File: config.mk
export PLATFORM = sky130hd
export DESIGN_NAME = mem_page_xlat
export DESIGN_NICKNAME = d
export VERILOG_FILES = /design/src/rtl/pxl_pkg.sv /design/src/rtl/pxl_regfile.sv /design/src/rtl/pxl_window.sv /design/src/rtl/pxl_route.sv /design/src/rtl/mem_page_xlat.sv
export SDC_FILE = /design/constraint.sdc
export NUM_CORES = 1
export LEC_CHECK = 0
export ABC_AREA = 1
export BUFFER_PORTS_ARGS = -buffer_cell sky130_fd_sc_hd__buf_2
export CORE_AREA = 2 2 63 65
export CTS_CLUSTER_DIAMETER = 120
export DETAILED_ROUTE_END_ITERATION = 16
export DIE_AREA = 0 0 65 67
export PLACE_DENSITY = 0.79
export SKIP_CTS_REPAIR_TIMING = 1
export SLEW_MARGIN = 30
export SYNTH_ARGS = -nofsm -noshare
export SYNTH_HDL_FRONTEND = slang
export SYNTH_HIERARCHICAL = 1
export SYNTH_SLANG_ARGS = --single-unit
File: constraint.sdc
create_clock -name clk -period 2.2 [get_ports clk]
set_input_delay 0.11 -clock clk [delete_from_list [all_inputs] [get_ports clk]]
set_output_delay 0.11 -clock clk [all_outputs]
set_load 0.005 [all_outputs]
File: src/rtl/pxl_pkg.sv
package pxl_pkg;
   // Expansion modes, ordered so that mode value >= (2 + pin) claims extended pin
   typedef enum logic [1:0] {
      XM_NONE = 2'd0,
      XM_64K  = 2'd1,
      XM_128K = 2'd2,
      XM_256K = 2'd3
   } xmode_e;

   localparam int unsigned SEL_W = 3;

   typedef enum logic [SEL_W-1:0] {
      RS_MODE = 3'd0,
      RS_OFS  = 3'd1,
      RS_WLO  = 3'd2,
      RS_WHI  = 3'd3,
      RS_GPIO = 3'd4
   } rsel_e;
endpackage

File: src/rtl/pxl_regfile.sv
module pxl_regfile
   import pxl_pkg::*;
#(
   parameter int unsigned BLK_W = 6,
   parameter int unsigned XA_W  = 2,
   localparam int unsigned OFS_W = BLK_W + XA_W
) (
   input  logic             clk,
   input  logic             rst_n,
   input  logic             wr_en,
   input  logic [SEL_W-1:0] wr_sel,
   input  logic [OFS_W-1:0] wr_data,
   output xmode_e           mode_q,
   output logic [OFS_W-1:0] ofs_q,
   output logic [BLK_W-1:0] wlo_q,
   output logic [BLK_W-1:0] whi_q,
   output logic [XA_W-1:0]  gpio_q
);

   if (OFS_W < 2) begin : g_bad_width
      $error("pxl_regfile: data too narrow for mode field");
   end

   always_ff @(posedge clk or negedge rst_n) begin
      if (!rst_n) begin
         mode_q <= XM_NONE;
         ofs_q  <= '0;
         wlo_q  <= '0;
         whi_q  <= '0;
         gpio_q <= '1;
      end else if (wr_en) begin
         case (rsel_e'(wr_sel))
            RS_MODE: mode_q <= xmode_e'(wr_data[1:0]);
            RS_OFS:  ofs_q  <= wr_data;
            RS_WLO:  wlo_q  <= wr_data[BLK_W-1:0];
            RS_WHI:  whi_q  <= wr_data[BLK_W-1:0];
            RS_GPIO: gpio_q <= wr_data[XA_W-1:0];
            default: ;
         endcase
      end
   end


   ofs_write_chk: assert property (@(posedge clk) disable iff (!rst_n)
      (wr_en && wr_sel == RS_OFS) |=> (ofs_q == $past(wr_data)));


   sel_idle_chk: assert property (@(posedge clk) disable iff (!rst_n)
      (wr_en && wr_sel > RS_GPIO) |=> ($stable(ofs_q) && $stable(wlo_q) && $stable(whi_q)));

endmodule

File: src/rtl/pxl_window.sv
module pxl_window
   import pxl_pkg::*;
#(
   parameter int unsigned BLK_W = 6
) (
   input  xmode_e           mode,
   input  logic [BLK_W-1:0] blk,
   input  logic [BLK_W-1:0] lo,
   input  logic [BLK_W-1:0] hi,
   output logic             hit
);

   logic above_lo;
   logic below_hi;

   // Inclusive compare on both bounds; lo > hi leaves the window empty
   always_comb begin
      above_lo = (blk >= lo);
      below_hi = (blk <= hi);
      hit      = (mode != XM_NONE) && above_lo && below_hi;
   end

endmodule

File: src/rtl/pxl_route.sv
module pxl_route
   import pxl_pkg::*;
#(
   parameter int unsigned BLK_W = 6,
   parameter int unsigned XA_W  = 2,
   localparam int unsigned OFS_W = BLK_W + XA_W
) (
   input  xmode_e           mode,
   input  logic             hit,
   input  logic [BLK_W-1:0] blk,
   input  logic [OFS_W-1:0] ofs,
   input  logic [XA_W-1:0]  gpio,
   output logic [BLK_W-1:0] up_blk,
   output logic [XA_W-1:0]  xa,
   output logic [XA_W-1:0]  xa_en
);

   if (XA_W < 1 || XA_W > 2) begin : g_bad_xa
      $error("pxl_route: mode field covers one or two extended lines");
   end

   // Sum kept at offset width: the carry above the top extended line is dropped
   logic [OFS_W-1:0] sum;

   always_comb begin
      sum    = ofs + OFS_W'(blk);
      up_blk = hit ? sum[BLK_W-1:0] : blk;
   end

   for (genvar i = 0; i < XA_W; i++) begin : g_xa
      localparam int MIN_MODE = i + 2;
      always_comb begin
         xa_en[i] = (int'(mode) >= MIN_MODE);
         if (xa_en[i]) xa[i] = hit ? sum[BLK_W+i] : ofs[BLK_W+i];
         else          xa[i] = gpio[i];
      end
   end

endmodule

File: src/rtl/mem_page_xlat.sv
module mem_page_xlat
   import pxl_pkg::*;
#(
   parameter int unsigned CPU_W  = 16,
   parameter int unsigned PAGE_W = 10,
   parameter int unsigned XA_W   = 2,
   localparam int unsigned BLK_W = CPU_W - PAGE_W,
   localparam int unsigned OFS_W = BLK_W + XA_W
) (
   input  logic             clk,
   input  logic             rst_n,
   input  logic             wr_en,
   input  logic [2:0]       wr_sel,
   input  logic [OFS_W-1:0] wr_data,
   input  logic [CPU_W-1:0] cpu_addr,
   output logic [CPU_W-1:0] addr_out,
   output logic [XA_W-1:0]  xa_out,
   output logic [XA_W-1:0]  xa_addr_en,
   output logic             cs_prog_n
);

   if (PAGE_W == 0 || PAGE_W >= CPU_W) begin : g_bad_page
      $error("mem_page_xlat: page size must leave block bits");
   end

   xmode_e           mode_q;
   logic [OFS_W-1:0] ofs_q;
   logic [BLK_W-1:0] wlo_q;
   logic [BLK_W-1:0] whi_q;
   logic [XA_W-1:0]  gpio_q;
   logic [BLK_W-1:0] blk;
   logic [BLK_W-1:0] up_blk;
   logic             hit;

   assign blk = cpu_addr[CPU_W-1:PAGE_W];

   pxl_regfile #(.BLK_W(BLK_W), .XA_W(XA_W)) u_regs (
      .clk    (clk),
      .rst_n  (rst_n),
      .wr_en  (wr_en),
      .wr_sel (wr_sel),
      .wr_data(wr_data),
      .mode_q (mode_q),
      .ofs_q  (ofs_q),
      .wlo_q  (wlo_q),
      .whi_q  (whi_q),
      .gpio_q (gpio_q)
   );

   pxl_window #(.BLK_W(BLK_W)) u_win (
      .mode(mode_q),
      .blk (blk),
      .lo  (wlo_q),
      .hi  (whi_q),
      .hit (hit)
   );

   pxl_route #(.BLK_W(BLK_W), .XA_W(XA_W)) u_route (
      .mode  (mode_q),
      .hit   (hit),
      .blk   (blk),
      .ofs   (ofs_q),
      .gpio  (gpio_q),
      .up_blk(up_blk),
      .xa    (xa_out),
      .xa_en (xa_addr_en)
   );

   assign addr_out  = {up_blk, cpu_addr[PAGE_W-1:0]};
   assign cs_prog_n = ~hit;


   cs_off_chk: assert property (@(posedge clk) disable iff (!rst_n)
      (mode_q == XM_NONE) |-> cs_prog_n);


   cs_bounds_chk: assert property (@(posedge clk) disable iff (!rst_n)
      !cs_prog_n |-> (blk >= wlo_q && blk <= whi_q));


   passthru_chk: assert property (@(posedge clk) disable iff (!rst_n)
      cs_prog_n |-> (addr_out[CPU_W-1:PAGE_W] == cpu_addr[CPU_W-1:PAGE_W]));


   xa_fallback_chk: assert property (@(posedge clk) disable iff (!rst_n)
      (mode_q inside {XM_NONE, XM_64K}) |-> (xa_out == gpio_q && xa_addr_en == '0));

endmodule

# [Word level (Yosys, flattened, before mapping)]
# Index checks and enable logic that the tools add are counted.
[totals] rom_bits=0 regBits=24 word_cells=29 inputBits=30 ramBits=0 latch_bits=0 n_memories=0
[op_classes] muxes=5 order_cmp=4 mul=0 add_sub_neg=1 div=0 bitwise=1 n_eq_ne=4 reduce_logical=9 n_shift=0
[ops] op="2-bit AND reduction" n=5
[ops] op="8-bit by 6-bit adder with 8-bit output" n=1
[ops] op="3-bit by 2-bit equality test with 1-bit output (second input constant)" n=2
[ops] op="6-bit greater-or-equal comparator" n=1
[ops] op="6-bit <= comparator" n=1
[ops] op="6-bit two-way mux" n=1
[ops] op="2-bit greater-or-equal comparator (second input constant)" n=2
[ops] op="1-bit two-way mux" n=4
[ops] op="3-bit by 1-bit equality test with 1-bit output (second input constant)" n=1
[ops] op="3-bit equality test (second input constant)" n=1
[ops] op="3-bit logical NOT" n=1
[ops] op="1-bit logical AND" n=2
[ops] op="2-bit nonzero test" n=1
[ops] op="1-bit inverter" n=1

# [Longest topological paths before layout]
[logic_depth] depth_word=5 ltp_mapped=15

# [Cells and area by module]
# Netlist, hierarchy kept.
[modules_own_cells] module="pxl_regfile" n_inst=1 cells_per_inst=117 seq_area_each_um2=603.1 area_each_um2=1019.7
[modules_own_cells] module="pxl_route" n_inst=1 cells_per_inst=86 seq_area_each_um2=0.0 area_each_um2=434.2
[modules_own_cells] module="pxl_window" n_inst=1 cells_per_inst=64 seq_area_each_um2=0.0 area_each_um2=354.1
[modules_own_cells] module="mem_page_xlat" n_inst=1 cells_per_inst=11 seq_area_each_um2=0.0 area_each_um2=78.8

# [Worst setup path after synthesis]
# Ideal clock, no wire load.
[synth_timing] path_kind="register to output" from="register u_regs.whi_q[5]" to="output addr_out[13]" slack_ps=558 stages_incl_launch_ff=13 n_path_buf=1 arrival_ps=1532 t_required_ps=2090 path_cell_list="dfrtp_1 inv_1 ha_1 nand2_2 inv_1 nand2_1 nand2_1 nor2_1 nor2_1 nor2_1 buf_2 inv_1 o21ai_1"
[synth_between] elab_chain_cells=3
[synth_lines] element="from (decl)" line="pxl_regfile.sv:16" rtl="output logic [BLK_W-1:0] whi_q,"
[synth_lines] element="from (signal assigned)" line="pxl_regfile.sv:36" rtl="RS_WHI: whi_q <= wr_data[BLK_W-1:0];"
[synth_lines] element="6-bit <= comparator" line="pxl_window.sv:19" rtl="below_hi = (blk <= hi);"
[synth_lines] element="1-bit logical AND" line="pxl_window.sv:20" rtl="hit = (mode != XM_NONE) && above_lo && below_hi;"
[synth_lines] element="net hit" line="mem_page_xlat.sv:33" rtl="logic hit;"
[synth_lines] element="6-bit two-way mux" line="pxl_route.sv:27" rtl="up_blk = hit ? sum[BLK_W-1:0] : blk;"
[synth_lines] element="to (decl)" line="mem_page_xlat.sv:16" rtl="output logic [CPU_W-1:0] addr_out,"
# The timed path passes the listed nets, and every way through them passes these cells.

# [Worst setup path after layout]
[layout_timing] from="register u_regs.whi_q[5]" to="output addr_out[11]"
# The elaborated chain is that of the path after synthesis.

==> impl_metrics.json <==
{
  "p_leak_nw": 1.29,
  "drv_cap": 0,
  "power_frac_comb_pct": 43.7,
  "arrival_ns": 2.03,
  "numClockSinks": 24,
  "met2_length_um": 1940,
  "rsz0062_at_grt": "true",
  "end_kind": "primary output",
  "worstHoldPathType": "input port to flip-flop",
  "dp_cells": 344,
  "swShare_pct": 37.4,
  "slew_violations": 0,
  "die_y_um": 67,
  "crit_required_ns": 2.09,
  "clkTransAtPathRegs_ns": 0.08,
  "vias_per_cell": 4.92,
  "ys_seq_area_share_pct": 32.0,
  "tightest_slew_ns": 0.518,
  "yosysTopAreaCell": "dfrtp_1",
  "core-area_um2": 3610,
  "syn2layout_area_growth_pct": 17.9,
  "setup_viol": 0,
  "diodes": 0,
  "maxUsedRoutingLayer": "met4",
  "grt_pass1_wl_um": 6960,
  "routed-wl-met3_um": 235,
  "worstSetupPathType": "flip-flop to primary output",
  "antenna_found_initial": 0,
  "fill_cells": 362,
  "yosysWarnings": 6,
  "fin_area_um2": 2220,
  "period_needed_ns": 2.14,
  "final_nets": 356,
  "dieWidth_um": 65,
  "placed_cell_area_um2": 2020,
  "grt_usage_pct": 20.5,
  "avgRoutedWirePerCell_um": 11.6,
  "cts-root-buf": "clkbuf_8",
  "p_clk_share_pct": 17.2,
  "synth-async-reset-ratio_pct": 100,
  "io_pins": 51,
  "crit_fanout": 7,
  "cellPowerDensity_nw_per_um2": 681,
  "fmax_mhz": 468,
  "post-route-period-util_pct": 97.1,
  "yosysMostFrequentCell": "nand2_1",
  "final-instance-count-excl-fill": 354,
  "synth.avg_cell_area_um2": 6.79,
  "synth-edff-count": 0,
  "syn_nets": 327,
  "clockBufferDepth": 2,
  "hold_viol_final": 0,
  "holdWs_ns": 0.0842,
  "synthTopCellsByArea": "dfrtp_1 (29%), nand2_1 (22%), ha_1 (12%)",
  "portBuffers": 30,
  "synthTopCellsByCount": "nand2_1 (113), inv_1 (41), nand3_1 (26)",
  "max-slew-margin-rel_pct": 65.4,
  "clk_latency_ns": 0.26,
  "grt_pass1_vias": 1661,
  "synth.top_cell.area_share_pct": 29.2,
  "drive_above_1_share_pct": 25.5,
  "synth_seq_cells": 24,
  "tritoncts": "done",
  "peakVddDrop_mv": 0.383,
  "drtIter0Drc": 97,
  "num_rows": 22,
  "grt_start_max_net_pins": 25,
  "post-place-ws_ns": 0.385,
  "power_frac_seq_pct": 39.2,
  "route.vias.total": 1741,
  "first_pass_iters": 4,
  "syn_inst": 278,
  "netlist_area_um2": 1890,
  "setup_ws_ns": 0.0645,
  "dp_hpwl_um": 3030,
  "cts_made_buffers": 3,
  "worst_setup_path_start_kind": "flip-flop",
  "gp_congestion": 0.839,
  "globalRouteOverflowTotal": 0,
  "ys_types": 28,
  "htree_levels": 1,
  "status": "complete, no violations",
  "p_total_w": 0.00151,
  "p_int_w": 0.000948,
  "p_switching_w": 0.000566,
  "routed_wl_um": 4100,
  "postRouteAntennaNets": 0,
  "drc_errors": 0,
  "wl_met1_um": 1890,
  "dieArea_um2": 4360,
  "finClkSkew_ns": 0,
  "initial_core_util_pct": 52.3,
  "ys.flop_type": "dfrtp_1"
}
## layout by cell type (no fill, tap or decap), types with 2 or more instances in the layout
master / count
nand2_1: 110
inv_1: 34
buf_2: 30
nand3_1: 26
dfrtp_1: 22
ha_1: 12
inv_2: 11
nor2_1: 8
ha_4: 6
buf_4: 5
nand2_4: 4
nand2_2: 4
nor2_2: 4
a21oi_1: 4
clkbuf_8: 3
o21ai_1: 3
buf_6: 2
nor2_4: 2
dfstp_2: 2
## path summary, 6_finish.rpt
kind	startpoint	slack, ns	endpoint	cells after the start
min reg2reg	u_regs/gpio_q[0]	0.46	u_regs/gpio_q[0]	2
max in group asynchronous	rst_n	1.47	u_regs/gpio_q[0]	2
max reg2reg	u_regs/wlo_q[5]	1.44	u_regs/wlo_q[5]	3
min in group asynchronous	rst_n	0.36	u_regs/wlo_q[2]	2
max	u_regs/whi_q[5]	0.06	addr_out[11]	12
min	wr_data[2]	0.08	u_regs/whi_q[2]	3
## area by class of cell
class                      instances  area [um^2]  share of cell area [%]
clock buffer                       4         45.0                    2.02
multi-input combinational        194         1120                    50.3
inverter                          46          176                    7.93
timing repair buffer              38          220                    9.90
tap                               48         60.1                    2.70
sequential                        24          603                    27.1
## power groups by stage
stage               Combinational, W  Sequential (W)  Clock [W]
finish                      0.000662        0.000593   0.000260
global route                0.000771        0.000603   0.000285
CTS                         0.000553        0.000587   0.000268
detailed placement          0.000550        0.000595          0
global placement            0.000533        0.000592          0
floorplan                   0.000409        0.000575          0
## critical path: stages, from the launching register on
cell	delay, ns
dfrtp_1	0.40
inv_2	0.07
ha_4	0.20
a21oi_1	0.15
nand2_1	0.06
nor2_1	0.10
nor2_1	0.06
nor2_2	0.15
buf_6	0.14
clkinvlp_4	0.14
nand2_1	0.10
o21ai_1	0.06
buf_2	0.12
## layer usage
layer	GRT usage [%]	vias to the layer above
met5	0	-
met1	25.4	787
li1	-	900
met3	2.87	6
met4	6.38	0
met2	36.9	48
## sequential cells by signal, indices dropped and copies added, names as in the netlist
name,flops
u_regs/wlo_q,6
u_regs/ofs_q,8
u_regs/gpio_q,2
u_regs/mode_q,2
u_regs/whi_q,6
## cells by family (layout without fill, tap and decap cells)
logic type	after synthesis	in the layout	synth area share (%)
AOI/OAI and AO/OA	10	10	2.92
and+or+nand+nor	164	164	37.4
DFF	24	24	32.0
adders and majority gates	19	19	13.0
xor gates and xnor gates	1	1	0.464
buffers and inverters	60	88	14.3
## through the flow
stage	util [%]	TNS, ns
2_1_floorplan	-	0
6_report	61.7	0
3_3_place_gp	55.9	0
3_5_place_dp	55.9	0
5_1_grt	61.7	-0.486
4_1_cts	57.1	0
Note: power is estimated with default switching activity, not from simulation.
